--- config.mk ---
export PLATFORM = sky130hd
export DESIGN_NAME = pit_timer
export DESIGN_NICKNAME = d
export VERILOG_FILES = /design/src/rtl/pit_pkg.sv /design/src/rtl/pit_regs.sv /design/src/rtl/pit_counter.sv /design/src/rtl/pit_irq_gen.sv /design/src/rtl/pit_timer.sv
export SDC_FILE = /design/constraint.sdc
export NUM_CORES = 1
export LEC_CHECK = 0
export ABC_CLOCK_PERIOD_IN_PS = 6650
export BUFFER_PORTS_ARGS = -buffer_cell sky130_fd_sc_hd__clkbuf_2
export CORE_ASPECT_RATIO = 1.1
export CORE_MARGIN = 4
export CORE_UTILIZATION = 61
export DETAILED_ROUTE_END_ITERATION = 6
export MAX_ROUTING_LAYER = met4
export PLACE_DENSITY = 0.86
export SLEW_MARGIN = 20
export SYNTH_ARGS = -nofsm -noshare
export SYNTH_HDL_FRONTEND = slang
export SYNTH_SLANG_ARGS = --single-unit
--- constraint.sdc ---
create_clock -name clk_i -period 6.65 [get_ports clk_i]
set_input_delay 0.665 -clock clk_i [delete_from_list [all_inputs] [get_ports clk_i]]
set_output_delay 0.665 -clock clk_i [all_outputs]
set_load 0.05 [all_outputs]
--- src/rtl/pit_pkg.sv ---
package pit_pkg;
  localparam int ADDR_W   = 8;
  localparam int DATA_W   = 32;
  localparam int VEC_W    = 8;
  localparam int PRIO_W   = 4;
  localparam int EN_BIT   = 26;
  localparam int VEC_LSB  = 12;
  localparam int PRIO_LSB = 20;

  localparam logic [ADDR_W-1:0] OFS_CTRL   = 8'h00;
  localparam logic [ADDR_W-1:0] OFS_RELOAD = 8'h10;
  localparam logic [ADDR_W-1:0] OFS_COUNT  = 8'h14;
  localparam logic [ADDR_W-1:0] OFS_BUSPD  = 8'h18;

  typedef struct packed {
    logic              en;
    logic [PRIO_W-1:0] prio;
    logic [VEC_W-1:0]  vec;
  } ctrl_t;
endpackage

--- src/rtl/pit_regs.sv ---
module pit_regs
  import pit_pkg::*;
#(
  parameter int CNT_W         = 32,
  parameter int BUS_PERIOD_NS = 8
) (
  input  logic              clk_i,
  input  logic              rst_ni,
  input  logic              bus_sel_i,
  input  logic              bus_we_i,
  input  logic [ADDR_W-1:0] bus_addr_i,
  input  logic [DATA_W-1:0] bus_wdata_i,
  output logic [DATA_W-1:0] bus_rdata_o,
  input  logic [CNT_W-1:0]  count_i,
  output ctrl_t             ctrl_o,
  output logic [CNT_W-1:0]  reload_o,
  output logic              load_o,
  output logic              stop_o
);
  logic  ctrl_wr, reload_wr;
  ctrl_t ctrl_q;
  logic [CNT_W-1:0] reload_q;
  logic  wdata_unused;

  assign ctrl_wr   = bus_sel_i && bus_we_i && (bus_addr_i == OFS_CTRL);
  assign reload_wr = bus_sel_i && bus_we_i && (bus_addr_i == OFS_RELOAD);
  assign load_o    = ctrl_wr &&  bus_wdata_i[EN_BIT];
  assign stop_o    = ctrl_wr && !bus_wdata_i[EN_BIT];
  assign wdata_unused = ^bus_wdata_i;

  always_ff @(posedge clk_i or negedge rst_ni) begin
    if (!rst_ni) begin
      ctrl_q   <= '0;
      reload_q <= '0;
    end else begin
      if (ctrl_wr) begin
        ctrl_q.en   <= bus_wdata_i[EN_BIT];
        ctrl_q.prio <= bus_wdata_i[PRIO_LSB +: PRIO_W];
        ctrl_q.vec  <= bus_wdata_i[VEC_LSB +: VEC_W];
      end
      if (reload_wr) reload_q <= bus_wdata_i[CNT_W-1:0];
    end
  end

  assign ctrl_o   = ctrl_q;
  assign reload_o = reload_q;

  always_comb begin
    bus_rdata_o = '0;
    if (bus_sel_i && !bus_we_i) begin
      unique case (bus_addr_i)
        OFS_CTRL: begin
          bus_rdata_o[EN_BIT]                 = ctrl_q.en;
          bus_rdata_o[PRIO_LSB +: PRIO_W]     = ctrl_q.prio;
          bus_rdata_o[VEC_LSB +: VEC_W]       = ctrl_q.vec;
        end
        OFS_RELOAD: bus_rdata_o[CNT_W-1:0] = reload_q;
        OFS_COUNT:  bus_rdata_o[CNT_W-1:0] = count_i;
        OFS_BUSPD:  bus_rdata_o            = DATA_W'(BUS_PERIOD_NS);
        default:    bus_rdata_o            = '0;
      endcase
    end
  end

  AST_CTRL_FOLLOWS_WRITE: assert property (@(posedge clk_i) disable iff (!rst_ni)
    ctrl_wr |=> ctrl_q.en == $past(bus_wdata_i[EN_BIT]));
  AST_RELOAD_KEPT: assert property (@(posedge clk_i) disable iff (!rst_ni)
    !reload_wr |=> $stable(reload_q));
endmodule

--- src/rtl/pit_counter.sv ---
module pit_counter #(
  parameter int CNT_W = 32
) (
  input  logic             clk_i,
  input  logic             rst_ni,
  input  logic             en_i,
  input  logic             load_i,
  input  logic [CNT_W-1:0] reload_i,
  output logic [CNT_W-1:0] count_o,
  output logic             fire_o
);
  logic [CNT_W-1:0] count_q, start_val;

  // zero reload behaves as a one-cycle interval
  assign start_val = (reload_i == '0) ? '0 : reload_i - 1'b1;
  assign fire_o    = en_i && !load_i && (count_q == '0);

  always_ff @(posedge clk_i or negedge rst_ni) begin
    if (!rst_ni)            count_q <= '0;
    else if (load_i)        count_q <= start_val;
    else if (en_i) begin
      if (count_q == '0)    count_q <= start_val;
      else                  count_q <= count_q - 1'b1;
    end
  end

  assign count_o = count_q;

  AST_COUNT_DEC: assert property (@(posedge clk_i) disable iff (!rst_ni)
    en_i && !load_i && count_q != '0 |=> count_q == $past(count_q) - 1'b1);
  AST_FROZEN_WHEN_OFF: assert property (@(posedge clk_i) disable iff (!rst_ni)
    !en_i && !load_i |=> $stable(count_q));
  AST_WRAP_ZERO_RELOAD: assert property (@(posedge clk_i) disable iff (!rst_ni)
    fire_o && reload_i == '0 |=> count_q == '0);
endmodule

--- src/rtl/pit_irq_gen.sv ---
module pit_irq_gen
  import pit_pkg::*;
(
  input  logic              clk_i,
  input  logic              rst_ni,
  input  logic              compat_i,
  input  ctrl_t             ctrl_i,
  input  logic              fire_i,
  input  logic              stop_i,
  input  logic              ack_i,
  output logic              irq_req_o,
  output logic [VEC_W-1:0]  irq_vec_o,
  output logic [PRIO_W-1:0] irq_prio_o
);
  localparam int LOW_W = VEC_W - 2;
  logic irq_q;
  logic [VEC_W-1:0] vec_compat;

  always_ff @(posedge clk_i or negedge rst_ni) begin
    if (!rst_ni)      irq_q <= 1'b0;
    else if (stop_i)  irq_q <= 1'b0;
    else if (fire_i)  irq_q <= 1'b1;  // expiry wins over acknowledge
    else if (ack_i)   irq_q <= 1'b0;
  end

  // upper two vector bits forced to 01, priority merged above bit 1
  assign vec_compat = {2'b01, ctrl_i.vec[LOW_W-1:0]}
                    | (VEC_W'(ctrl_i.prio) << 2);

  assign irq_req_o  = irq_q;
  assign irq_vec_o  = compat_i ? vec_compat : ctrl_i.vec;
  assign irq_prio_o = ctrl_i.prio;

  AST_IRQ_OFF_WHEN_DISABLED: assert property (@(posedge clk_i) disable iff (!rst_ni)
    !ctrl_i.en |-> !irq_q);
  AST_IRQ_LEVEL_HELD: assert property (@(posedge clk_i) disable iff (!rst_ni)
    irq_q && !ack_i && !stop_i |=> irq_q);
  AST_FIRE_BEATS_ACK: assert property (@(posedge clk_i) disable iff (!rst_ni)
    fire_i && !stop_i |=> irq_q);
  AST_COMPAT_RANGE: assert property (@(posedge clk_i) disable iff (!rst_ni)
    compat_i |-> irq_vec_o[VEC_W-1 -: 2] == 2'b01);
endmodule

--- src/rtl/pit_timer.sv ---
module pit_timer
  import pit_pkg::*;
#(
  parameter int CNT_W         = 32,
  parameter int BUS_PERIOD_NS = 8
) (
  input  logic              clk_i,
  input  logic              rst_ni,
  input  logic              compat_i,
  input  logic              bus_sel_i,
  input  logic              bus_we_i,
  input  logic [ADDR_W-1:0] bus_addr_i,
  input  logic [DATA_W-1:0] bus_wdata_i,
  output logic [DATA_W-1:0] bus_rdata_o,
  input  logic              irq_ack_i,
  output logic              irq_req_o,
  output logic [VEC_W-1:0]  irq_vec_o,
  output logic [PRIO_W-1:0] irq_prio_o
);
  ctrl_t            ctrl;
  logic [CNT_W-1:0] reload, count;
  logic             load, stop, fire;

  pit_regs #(.CNT_W(CNT_W), .BUS_PERIOD_NS(BUS_PERIOD_NS)) u_regs (
    .clk_i, .rst_ni, .bus_sel_i, .bus_we_i, .bus_addr_i, .bus_wdata_i,
    .bus_rdata_o, .count_i(count), .ctrl_o(ctrl), .reload_o(reload),
    .load_o(load), .stop_o(stop)
  );

  pit_counter #(.CNT_W(CNT_W)) u_counter (
    .clk_i, .rst_ni, .en_i(ctrl.en), .load_i(load), .reload_i(reload),
    .count_o(count), .fire_o(fire)
  );

  pit_irq_gen u_irq (
    .clk_i, .rst_ni, .compat_i, .ctrl_i(ctrl), .fire_i(fire), .stop_i(stop),
    .ack_i(irq_ack_i), .irq_req_o, .irq_vec_o, .irq_prio_o
  );
endmodule

# Word level (Yosys, flattened, before mapping)
# Cells that the tools add are included.
op_classes:
  n_eq_ne: 3
  muxes: 14
  n_reduce_logical: 16
  add_sub_neg: 2
  n_bitwise: 1
ops:
  columns: ["cell", "count"]
  rows:
  - ["32-bit 2-to-1 mux", 5]
  - ["12-bit case mux with 3 select lines", 2]
  - ["32-bit logical NOT", 2]
  - ["32-bit by 1-bit subtractor with 32-bit output (second input constant)", 2]
  - ["8-bit by 5-bit == test with 1-bit output (second input constant)", 3]
  - ["5-bit case mux with 2 select lines", 1]
  - ["1-bit logical AND", 8]
  - ["8-bit logical NOT", 1]
  - ["8-bit 2-to-1 mux", 1]
  - ["7-bit by 6-bit bitwise OR with 7-bit output", 1]
  - ["2-bit case mux with 2 select lines", 1]
  - ["1-bit logical NOT", 3]
  - ["1-bit 2-to-1 mux", 3]
  - ["1-bit case mux with 3 select lines", 1]
  - ["3-bit nonzero test", 1]
  - ["2-bit nonzero test", 1]
word_totals:
  word_cells: 42
  regBits: 78
  out_inout_bits: 45
  input_bits: 46

# Depth between registers and ports, before layout
# Gate-level depths: netlist of run 1.
depth:
  depth_word: 8
  ltp_mapped: 9
  depth_no_buf: 8

# Modules after synthesis
# A second synthesis of run 1 with hierarchy kept.
unflattened:
  hier_cells: 540
  hier_area_um2: 5272.6
by_module_without_submodules:
  columns: ["mod", "cells_per_inst", "instances", "seq_area_each_um2", "area_per_inst_um2"]
  rows:
  - ["pit_counter", 327, 1, 800.8, 2755.1]
  - ["pit_regs", 197, 1, 1126.1, 2389.8]
  - ["pit_irq_gen", 16, 1, 25.0, 127.6]

# Worst setup path before layout of run 1
# OpenSTA, ideal clock, no wires.
synth_timing:
  path_kind: "input to output"
  startpoint: "input bus_addr_i[4]"
  endpoint: "output bus_rdata_o[3]"
  n_path_buf: 2
  arrival_time_ns: 3.038
  path_stages: 4
  path_slack_ns: 2.947
  path_cell_list: "clkbuf_1 -> buf_1 -> nand3b_1 -> nor4_1"
synth_via:
  elab_chain_cells: 3
  word_cells_on_any_way: 5
  classes_between: "3 x eq/ne; 2 x mux"
synth_rtl:
  columns: ["item", "line_no", "text"]
  rows:
  - ["from (decl)", "pit_timer.sv:12", "input logic [ADDR_W-1:0] bus_addr_i,"]
  - ["8-bit by 5-bit == test with 1-bit output", "pit_regs.sv:51", "unique case (bus_addr_i)"]
  - ["12-bit case mux with 3 select lines (*)", "pit_regs.sv:51", null]
  - ["32-bit 2-to-1 mux (*)", "pit_regs.sv:50", "if (bus_sel_i && !bus_we_i) begin"]
  - ["to (decl)", "pit_timer.sv:14", "output logic [DATA_W-1:0] bus_rdata_o,"]
# Mark *: on every way between the ends. The rest lies on a longest branch, timed or not.

# Worst setup path in the final report of run 1
layout_timing:
  startpoint: "input bus_addr_i[1]"
  endpoint: "output bus_rdata_o[24]"
layout_via:
  elab_chain_cells: 3
  word_cells_on_any_way: 4
  classes_between: "2 x eq/ne; 2 x mux"
layout_rtl:
  columns: ["item", "line_no"]
  rows:
  - ["8-bit by 5-bit == test with 1-bit output", "pit_regs.sv:51"]
  - ["2-bit case mux with 2 select lines (*)", "pit_regs.sv:51"]
  - ["32-bit 2-to-1 mux (*)", "pit_regs.sv:50"]
# Marked as above.

==> results of run 1 <==
## registers in the layout, indices dropped and copies added, names as in the netlist
register	count
u_regs.reload_o	32
u_counter.count_o	32
u_regs.ctrl_o	13
u_irq.irq_req_o	1
## cell families (layout without fill, tap and decap cells)
logic type,after synthesis,after routing,synth area share [%]
buffers and inverters,42,119,4.20
and+or+nand+nor,204,204,21.1
adders and majority gates,3,3,0.741
AOI/OAI and AO/OA,85,85,13.0
xor gates and xnor gates,34,34,5.88
DFF,78,78,38.5
muxes,78,78,16.5
## worst max-delay path: cells and delay by family
| kind | cells | cell delay [ns] |
|---|---|---|
| buf+inv | 2 | 0.39 |
| simple gates | 4 | 2.18 |
## layer usage
metal  up-vias  part of all wire [%]  track usage, %
met5         -                     0               -
met1      2193                    41            39.8
met4         0                   2.1            11.1
met3        31                   7.2            3.34
met2       225                    49            45.1
li1       2071                     -               -
## power groups by stage
stage | Clock, mW | Sequential [mW] | Combinational, mW
2_1_floorplan | 0 | 0.524 | 0.181
5_1_grt | 0.392 | 0.532 | 0.265
3_5_place_dp | 0 | 0.536 | 0.237
4_1_cts | 0.369 | 0.527 | 0.241
6_report | 0.364 | 0.528 | 0.240
3_3_place_gp | 0 | 0.535 | 0.229
## how the worst max path moves through the flow
stage / startpoint / end / depth (start not counted) / slack, ns
3_5_place_dp: bus_addr_i[1] / bus_rdata_o[27] / 6 / 2.73
5_1_grt: bus_addr_i[1] / bus_rdata_o[24] / 6 / 2.51
3_3_place_gp: bus_addr_i[1] / bus_rdata_o[25] / 6 / 2.93
4_1_cts: bus_addr_i[1] / bus_rdata_o[27] / 6 / 2.75
2_1_floorplan: bus_addr_i[4] / bus_rdata_o[3] / 4 / 2.95
6_report: bus_addr_i[1] / bus_rdata_o[24] / 6 / 2.75
## layout by cell type, fill, tap and decap left out, drive strengths merged, types with 2 or more instances in the layout
master  netlist  final
clkbuf       21     99
dfrtp        78     78
nor2         71     71
mux2         46     46
mux2i        32     32
xnor2        25     25
nor3         22     22
a21oi        21     21
nand2        21     21
nand3        17     17
nor4         15     15
o221ai       12     12
or3          10     10
o21ai        10     10
xor2          9      9
or4           9      9
inv           8      8
o211ai        8      8
o22ai         8      8
or2           7      7
buf          13      6
a21o          5      5
nand3b        4      4
nor4b         4      4
nand4b        4      4
a31oi         4      4
clkinv        0      4
and2          3      3
nor2b         3      3
nand2b        3      3
nand4         3      3
and3          3      3
ha            3      3
a41oi         2      2
o41ai         2      2
a211oi        2      2
o31a          2      2
## final cells by class
class / instances / area share [%]
Clock buffer: 10 / 2.40
Clock inverter: 6 / 1.07
Inverter: 8 / 0.524
Multi-Input combinational cell: 404 / 50.7
Sequential cell: 78 / 34.1
Tap cell: 108 / 2.36
Timing Repair Buffer: 95 / 8.91
## through the flow
| step | total power [mW] | hold WS, ns |
|---|---|---|
| floorplan | 0.705 | 0.369 |
| global placement | 0.764 | 0.514 |
| detailed placement | 0.774 | 0.523 |
| CTS | 1.14 | 0.499 |
| global route | 1.19 | 0.514 |
| finish | 1.13 | 0.420 |
==> flow_summary.ini, run 1 <==
[drt]
remaining_drc_errors = 0
route.vias.total = 4520
ant_nets = 0
aggregate_routed_wire_length_mm = 13.5
tritonroute_pass_1_iters = 5
routed_wire_length_per_instance_um = 19.1
post_drt_via_cell_ratio = 6.38
detail_route.iter0.violations = 405

[cells_and_area]
area_of_all_sequential_standard_cells_um2 = 1950
layout-drive-gt1-share_pct = 30.1
stdcell_count = 709
total_area_of_multi_input_combinational_cells_um2 = 2900
flow.area_growth_from_synthesis_pct = 13.1
antenna_cells_inserted = 0
utilization_pct = 71.7
finalNetCount = 645
final_area_um2 = 5730
fillCellCount = 636

[timing]
finalWorstSetupSlack_ns = 2.75
setup_viol = 0
finalWorstPathRequiredPeriod_ns = 3.90
finalHoldViolCount = 0
fmax_ghz = 0.256
skew_ns = 0.00803
tightest_slew_ns = 1.01
period_share_pct = 58.7
grt_setup_unrepaired = false
fin_tns_setup_ns = 0
slew-limit-headroom_pct = 32.6
timing.final.max_slew_violations = 0

[clock_network]
cts_resized = 0
clock_tree.htree_level_count = 3
tritoncts_num_sinks = 78
cts_hold_buf = 0
clock_path_buffers = 2
clkTransAtPathRegs_ns = 0.08
clock_root_buffer_master = sky130_fd_sc_hd__clkbuf_8
clock_insertion_delay_worst_skew_ns = 0.36
numCtsBuffers = 9
cts_tree = done
postCtsSetupRepairBufs = 0

[floorplanning]
die_x_um = 94.9
chipHeight_um = 104
num_io_pins = 91
core.rowCount = 34
fp.dieArea_um2 = 9830
placeableCoreArea_um2 = 8000
initial_core_util_pct = 63.3

[grt]
pin_count_of_the_biggest_net_entering_global_routing = 79
global_route_usage_over_all_layers_pct = 29.3
grt_pass1_wl_mm = 22.2
grt_antenna_before_repair = 0
grt_pass1_vias = 4375
globalRouteOverflowTotal = 0

[synthesis]
most_frequent_cell_after_synthesis = sky130_fd_sc_hd__dfrtp_1
synth_largest_type_area_fraction_pct = 38.5
count_of_flip_flops_with_a_built_in_enable_after_synthesis = 0
synth_common_cells = sky130_fd_sc_hd__dfrtp_1, sky130_fd_sc_hd__nor2_1, sky130_fd_sc_hd__mux2_2
synthArstFlopShare_pct = 100
seq_area_frac_synth_pct = 38.5
syn_inst = 524
netlist_top_cells_area = sky130_fd_sc_hd__dfrtp_1, sky130_fd_sc_hd__mux2_2, sky130_fd_sc_hd__mux2i_1, sky130_fd_sc_hd__nor2_1, sky130_fd_sc_hd__xnor2_1
number_of_synthesized_register_bits = 78
synthesis.yosys.warnings = 0
synth.net_count = 573
mappedNetlistArea_um2 = 5070
synthesis.area_per_instance_um2 = 9.67
yosysUniqueCellTypes = 59
synth.largest_area_cell = sky130_fd_sc_hd__dfrtp_1
ys_dominant_reg_cell = sky130_fd_sc_hd__dfrtp_1

[placed_design]
hpwlAfterDp_mm = 9.86
place_area_um2 = 5500
dp_cells = 692
io_buffers = 90
globalplace.congestion = 0.908
dp_slack_ns = 2.73

[hold_path]
holdCritPathClass = in -> async

[worst_setup_path]
timing_worst_setup_path_type = in -> out
slowest_stage_cell_crit_path = sky130_fd_sc_hd__nand3b_1
crit_path_end_kind = output port
crit_arrival_ns = 3.24
reg2reg_slack_ns = 3.46
setup.worst_path.start_class = input pin
crit_path_max_fanout = 18
crit_path_frequent_cell = sky130_fd_sc_hd__clkbuf_2
r2r-start = u_regs.reload_o[0]
cp_slowest_stage_delay_ns = 0.71
regToRegEndpoint = u_counter.count_o[23]
cp.required_ns = 5.98
cell_by_cell_listing_of_the_critical_path = clkbuf_2 -> or4b_1 -> nor4_1 -> nand3b_1 -> nor2_1 -> clkbuf_2
logic_depth_of_the_worst_register_to_register_path = 8

[power_and_ir_drop]
combinational_power_share_pct = 21.2
netSwitchingPower_mw = 0.351
power.internal_mw = 0.781
p_seq_share_pct = 46.6
max-vdd-ir-drop_mv = 0.127
p_leak_nw = 2.62
power.share.switching_pct = 31.0
cellPowerDensity_nw_per_um2 = 197
share_clk_of_total_power_pct = 32.2

[run_status]
status = completed

[job]
maxCapViolations = 0
Power figures use the tool's default switching activity.
==> inputs of run 2 (changes only) <==
--- a/config.mk
+++ b/config.mk
@@ -5,14 +5,15 @@
 export SDC_FILE = /design/constraint.sdc
 export NUM_CORES = 1
 export LEC_CHECK = 0
-export ABC_CLOCK_PERIOD_IN_PS = 6650
+export ABC_AREA = 1
+export ABC_CLOCK_PERIOD_IN_PS = 3900
 export BUFFER_PORTS_ARGS = -buffer_cell sky130_fd_sc_hd__clkbuf_2
 export CORE_ASPECT_RATIO = 1.1
 export CORE_MARGIN = 4
-export CORE_UTILIZATION = 61
+export CORE_UTILIZATION = 58
 export DETAILED_ROUTE_END_ITERATION = 6
 export MAX_ROUTING_LAYER = met4
-export PLACE_DENSITY = 0.86
+export PLACE_DENSITY = 0.81
 export SLEW_MARGIN = 20
 export SYNTH_ARGS = -nofsm -noshare
 export SYNTH_HDL_FRONTEND = slang
==> constraint.sdc (replaced) <==
create_clock -name clk_i -period 3.9 [get_ports clk_i]
set_input_delay 0.39 -clock clk_i [delete_from_list [all_inputs] [get_ports clk_i]]
set_output_delay 0.39 -clock clk_i [all_outputs]
set_load 0.05 [all_outputs]
==> run 2 against run 1 <==
Cell area is 16% higher; clock power is 80% higher; hold slack worse by 0.16 ns; first-iteration DRC count is 31% higher; core utilization is 4.9 points lower; register-to-register slack worse by 1.7 ns.
==> flow_summary.ini, run 2 <==
[run_status]
status = completed

[synthesis]
yosysUniqueCellTypes = 38
mappedNetlistArea_um2 = 5990
synthesis.area_per_instance_um2 = 6.49
netlist_top_cells_area = sky130_fd_sc_hd__dfrtp_1, sky130_fd_sc_hd__nand2_1, sky130_fd_sc_hd__nor2_1, sky130_fd_sc_hd__inv_1, sky130_fd_sc_hd__xor2_1
synth.largest_area_cell = sky130_fd_sc_hd__dfrtp_1
synthesis.yosys.warnings = 0
count_of_flip_flops_with_a_built_in_enable_after_synthesis = 0
ys_dominant_reg_cell = sky130_fd_sc_hd__dfrtp_1
synth_largest_type_area_fraction_pct = 32.6
seq_area_frac_synth_pct = 32.6
most_frequent_cell_after_synthesis = sky130_fd_sc_hd__nand2_1
number_of_synthesized_register_bits = 78
synthArstFlopShare_pct = 100
synth.net_count = 971
synth_common_cells = sky130_fd_sc_hd__nand2_1, sky130_fd_sc_hd__nor2_1, sky130_fd_sc_hd__inv_1
syn_inst = 922

[job]
maxCapViolations = 0

[timing]
grt_setup_unrepaired = false
finalWorstSetupSlack_ns = 1.26
skew_ns = 0.0122
finalHoldViolCount = 0
setup_viol = 0
tightest_slew_ns = 0.921
finalWorstPathRequiredPeriod_ns = 2.64
period_share_pct = 67.6
fmax_ghz = 0.379
slew-limit-headroom_pct = 38.4
fin_tns_setup_ns = 0
timing.final.max_slew_violations = 0

[floorplanning]
placeableCoreArea_um2 = 9980
core.rowCount = 38
fp.dieArea_um2 = 12000
chipHeight_um = 115
initial_core_util_pct = 59.9
die_x_um = 105
num_io_pins = 91

[worst_setup_path]
setup.worst_path.start_class = input pin
timing_worst_setup_path_type = in -> out
crit_path_end_kind = output port
crit_arrival_ns = 2.25
crit_path_max_fanout = 19
reg2reg_slack_ns = 1.75
cp.required_ns = 3.51

[placed_design]
dp_slack_ns = 1.19
globalplace.congestion = 1.03
io_buffers = 90
hpwlAfterDp_mm = 14.9

[clock_network]
clock_tree.htree_level_count = 3
clkTransAtPathRegs_ns = 0.07
cts_resized = 0
clock_root_buffer_master = sky130_fd_sc_hd__clkbuf_8
numCtsBuffers = 9
clock_insertion_delay_worst_skew_ns = 0.37
clock_path_buffers = 2
tritoncts_num_sinks = 78
cts_tree = done

[drt]
aggregate_routed_wire_length_mm = 18.8
detail_route.iter0.violations = 531
post_drt_via_cell_ratio = 5.51
remaining_drc_errors = 0
ant_nets = 0
route.vias.total = 6186
tritonroute_pass_1_iters = 5
routed_wire_length_per_instance_um = 16.8

[grt]
pin_count_of_the_biggest_net_entering_global_routing = 79
grt_antenna_before_repair = 0
global_route_usage_over_all_layers_pct = 32.9
grt_pass1_vias = 5840
grt_pass1_wl_mm = 30.1
globalRouteOverflowTotal = 0

[cells_and_area]
flow.area_growth_from_synthesis_pct = 11.4
utilization_pct = 66.8
fillCellCount = 955
layout.cells.most_common = sky130_fd_sc_hd__nand2_1
final_cell_mix = sky130_fd_sc_hd__nand2_1, sky130_fd_sc_hd__nor2_1, sky130_fd_sc_hd__inv_1
finalNetCount = 1046
layout-drive-gt1-share_pct = 16.1
antenna_cells_inserted = 0

[power_and_ir_drop]
p_leak_nw = 3.50
max-vdd-ir-drop_mv = 0.235
design_power_total_mw = 2.39
cellPowerDensity_nw_per_um2 = 358

[hold_path]
holdCritPathClass = in -> reg
run 2: changes by cell type after synthesis, moves of 12 or more:
cell and delta:
sky130_fd_sc_hd__mux2i_1 -32, sky130_fd_sc_hd__nor2_1 +92, sky130_fd_sc_hd__inv_1 +107, sky130_fd_sc_hd__o21ai_0 +42
sky130_fd_sc_hd__nand4_1 +14, sky130_fd_sc_hd__mux2_2 -41, sky130_fd_sc_hd__xor2_1 +21, sky130_fd_sc_hd__xnor2_1 -21
sky130_fd_sc_hd__nor2_2 +12, sky130_fd_sc_hd__nand2_1 +235, sky130_fd_sc_hd__nand3_1 +29, sky130_fd_sc_hd__nor4_1 -13
sky130_fd_sc_hd__a21oi_1 +20, sky130_fd_sc_hd__nor3_1 -17
run 2: stage by stage:
stage	area, um^2	hold slack (ns)	instances
CTS	6640	0.202	1120
global route	6670	0.259	1122
floorplan	5990	0.0944	922
detailed placement	6420	0.476	1104
global placement	6420	0.467	1104
finish	6670	0.260	1122
run 2: what timing repair did:
| action | in CTS | in global routing |
|---|---|---|
| endpoints found under the hold margin | 0 | 5 |
| hold buffers | 0 | 1 |
| setup endpoints to repair | 0 | 0 |
| buffers inserted | 0 | 0 |
run 2: worst paths after layout:
kind | cells after the start | endpoint | start
worst min register to register | 2 | u_regs.ctrl_o[7] | u_regs.ctrl_o[7]
min in group asynchronous | 2 | u_counter.count_o[22] | rst_ni
worst max register to register | 9 | u_counter.count_o[18] | u_regs.reload_o[0]
max in group asynchronous | 3 | u_regs.reload_o[11] | rst_ni
worst max-delay path | 7 | bus_rdata_o[27] | bus_addr_i[1]
worst min-delay path | 2 | u_regs.reload_o[5] | bus_wdata_i[5]
run 2: routing by layer:
layer	vias to the layer above	share of wire, %	wire length [um]	global-route usage, %
met5	-	0	0	-
met4	0	3.1	575	13.1
met3	42	7.3	1380	3.67
met2	244	48	8950	52.3
met1	2837	42	7920	43.3
li1	3063	-	-	-
run 2: worst max-delay path: stages:
cell                       delay (ns)
sky130_fd_sc_hd__clkbuf_2        0.09
sky130_fd_sc_hd__nor4_1          0.34
sky130_fd_sc_hd__nand2_1         0.37
sky130_fd_sc_hd__clkinv_1        0.39
sky130_fd_sc_hd__nand2_1         0.12
sky130_fd_sc_hd__a21oi_1         0.21
sky130_fd_sc_hd__clkbuf_2        0.32
run 2: power by group:
part           leakage (nW)  switching (mW)  internal [mW]
clock network         0.105           0.308          0.349
logic                  2.43           0.430          0.231
registers             0.972           0.158          0.911
total                  3.50           0.895           1.49
run 2: cells by family (layout without fill, tap and decap cells):
kind of cell               Yosys count  in the layout  synth area share, %
muxes                                5              5                0.941
AOI/OAI and AO/OA                  123            123                 11.6
DFF                                 78             78                 32.6
and+or+nand+nor                    531            531                 38.9
xor gates and xnor gates            34             34                 4.97
adders and majority gates            3              3                0.627
buffers and inverters              148            228                 10.3
run 2: cell type report:
class                   instances  area (um^2)  share of cell area (%)
multi-input cells             696         3410                    51.2
clock inverters                 4         53.8                   0.807
well taps                     120          150                    2.25
flip-flops and latches         78         1950                    29.3
inverters                     120          450                    6.75
repair buffers                 92          483                    7.24
clock buffers                  12          165                    2.48
==> inputs of run 3 (changes only) <==
--- a/config.mk
+++ b/config.mk
@@ -6,14 +6,14 @@
 export NUM_CORES = 1
 export LEC_CHECK = 0
 export ABC_AREA = 1
-export ABC_CLOCK_PERIOD_IN_PS = 3900
+export ABC_CLOCK_PERIOD_IN_PS = 2400
 export BUFFER_PORTS_ARGS = -buffer_cell sky130_fd_sc_hd__clkbuf_2
 export CORE_ASPECT_RATIO = 1.1
 export CORE_MARGIN = 4
-export CORE_UTILIZATION = 58
+export CORE_UTILIZATION = 53
 export DETAILED_ROUTE_END_ITERATION = 6
 export MAX_ROUTING_LAYER = met4
-export PLACE_DENSITY = 0.81
+export PLACE_DENSITY = 0.78
 export SLEW_MARGIN = 20
 export SYNTH_ARGS = -nofsm -noshare
 export SYNTH_HDL_FRONTEND = slang
==> constraint.sdc (replaced) <==
create_clock -name clk_i -period 2.4 [get_ports clk_i]
set_input_delay 0.24 -clock clk_i [delete_from_list [all_inputs] [get_ports clk_i]]
set_output_delay 0.24 -clock clk_i [all_outputs]
set_load 0.05 [all_outputs]
==> run 3 against run 2 <==
Via count increased by 2.1%; setup slack got worse by 1.0 ns; sequential share of layout area decreased by 0.76 points; register-to-register slack got worse by 1.3 ns; clock skew decreased by 0.0016 ns; clock-buffer cell count decreased by 3; combinational power increased by 62%; cell area increased by 2.7%; critical endpoint is now bus_rdata_o[22]; highest routed layer unchanged.
==> flow_summary.ini, run 3 (same netlist as run 2, synthesis figures left out) <==
[run_status]
status = completed

[drt]
ant_nets = 0
post_drt_via_cell_ratio = 5.45
tritonroute_pass_1_iters = 5
remaining_drc_errors = 0
routed_wire_length_per_instance_um = 16.5
route.vias.total = 6318
aggregate_routed_wire_length_mm = 19.1
detail_route.iter0.violations = 490

[worst_setup_path]
slowest_stage_cell_crit_path = sky130_fd_sc_hd__a21oi_2
startpoint = bus_addr_i[3]
cp_slowest_stage_delay_ns = 0.40
timing_worst_setup_path_type = in -> out
logic_depth_of_the_worst_register_to_register_path = 11
crit_path_frequent_cell = sky130_fd_sc_hd__clkbuf_2
setup.worst_path.start_class = input pin
crit_arrival_ns = 1.89
crit_path_end_kind = output port
cp.required_ns = 2.16
crit_path_max_fanout = 11
cell_by_cell_listing_of_the_critical_path = clkbuf_2 -> nor2_1 -> nand2_2 -> nor2_4 -> inv_2 -> a21oi_2 -> o21ai_0 -> inv_1 -> clkbuf_2
r2r-start = u_regs.reload_o[0]

[clock_network]
tritoncts_num_sinks = 78
clock_path_buffers = 2
cts_resized = 0
clock_insertion_delay_worst_skew_ns = 0.35
clkTransAtPathRegs_ns = 0.06
postCtsSetupRepairBufs = 0
cts_tree = done
clock_tree.htree_level_count = 3
numCtsBuffers = 9
clock_root_buffer_master = sky130_fd_sc_hd__clkbuf_16

[power_and_ir_drop]
combinational_power_share_pct = 25.7
share_clk_of_total_power_pct = 32.6
netSwitchingPower_mw = 1.57
power.share.switching_pct = 37.8
p_leak_nw = 3.58
cellPowerDensity_nw_per_um2 = 607
p_seq_share_pct = 41.7
max-vdd-ir-drop_mv = 0.401
power.internal_mw = 2.59

[grt]
pin_count_of_the_biggest_net_entering_global_routing = 60
grt_pass1_wl_mm = 30.6
grt_pass1_vias = 5882
grt_antenna_before_repair = 0
global_route_usage_over_all_layers_pct = 31.3
globalRouteOverflowTotal = 0

[timing]
grt_setup_unrepaired = false
skew_ns = 0.0105
timing.final.max_slew_violations = 0
finalHoldViolCount = 0
slew-limit-headroom_pct = 52.3
fmax_ghz = 0.469
tightest_slew_ns = 0.713
finalWorstPathRequiredPeriod_ns = 2.13
setup_viol = 0
fin_tns_setup_ns = 0
period_share_pct = 88.8

[cells_and_area]
final_area_um2 = 6850
antenna_cells_inserted = 0
flow.area_growth_from_synthesis_pct = 14.4
final_cell_mix = sky130_fd_sc_hd__nand2_1, sky130_fd_sc_hd__nor2_1, sky130_fd_sc_hd__inv_1
layout-drive-gt1-share_pct = 16.9
fillCellCount = 1079
utilization_pct = 62.5
layout.cells.most_common = sky130_fd_sc_hd__nand2_1
finalNetCount = 1056

[job]
maxCapViolations = 0

[floorplanning]
num_io_pins = 91
core.rowCount = 40
initial_core_util_pct = 54.6
fp.dieArea_um2 = 13100
die_x_um = 109
placeableCoreArea_um2 = 11000
chipHeight_um = 119

[hold_path]
hold-path-cell-count = 2
hold_start = bus_wdata_i[25]
holdCritPathClass = in -> reg

[placed_design]
io_buffers = 90
hpwlAfterDp_mm = 15.1
globalplace.congestion = 1.03
place_area_um2 = 6550
==> run 3: cell count changes in the layout (fill, tap and decap cells not counted), sizes merged <==
cell / before / now
clkbuf: 101 / 98
inv: 119 / 123
bufinv: 1 / 0
buf: 2 / 12
==> run 3: timing repair <==
item                                    CTS  global route
endpoints found under the hold margin    36             0
endpoints found under the setup margin    0             0
hold buffers                              1             0
==> run 3: worst max-delay path: cells and delay by family <==
family	cells	cell delay, ns
compound gates	2	0.56
buf+inv	4	0.58
simple gates	3	0.51
==> run 3: per-layer routing <==
metal | vias to the layer above | track usage, % | wire length, um
met4 | 0 | 11.0 | 593
met3 | 54 | 4.77 | 1530
met2 | 296 | 47.7 | 9070
li1 | 3077 | - | -
met5 | - | - | 0
met1 | 2891 | 42.3 | 7930
==> run 3: final cells by class <==
cell class	instances	area [um^2]	share of cell area, %
tap	147	184	2.69
clock inverter	7	63.8	0.932
clock buffer	9	225	3.29
timing repair buffer	102	558	8.15
sequential	78	1950	28.5
inverter	120	450	6.58
multi-input combinational	696	3410	49.9
==> run 3: path summary, 6_finish.rpt <==
path | slack, ns | endpoint
max | 0.27 | bus_rdata_o[22]
min | 0.12 | u_regs.reload_o[25]
max reg2reg | 0.42 | u_counter.count_o[27]
min reg2reg | 0.50 | u_regs.ctrl_o[7]
max in group asynchronous | 1.38 | u_regs.reload_o[0]
min in group asynchronous | 0.40 | u_counter.count_o[16]
==> run 3: per-stage QoR <==
step	hold WS (ns)	cells	power (mW)	worst slack (ns)
finish	0.121	1159	4.16	0.268
global route	0.127	1159	4.39	0.0255
floorplan	-0.0556	922	2.49	0.319
global placement	0.257	1142	2.80	0.351
detailed placement	0.263	1142	2.81	0.315
CTS	0.125	1159	4.15	0.314
==> run 3: power groups by stage <==
stage          logic [mW]  registers, mW  clock network [mW]
5_1_grt              1.21           1.76                1.42
6_report             1.07           1.73                1.35
2_1_floorplan       0.826           1.66                   0
3_5_place_dp         1.06           1.75                   0
3_3_place_gp         1.05           1.75                   0
4_1_cts              1.07           1.73                1.35
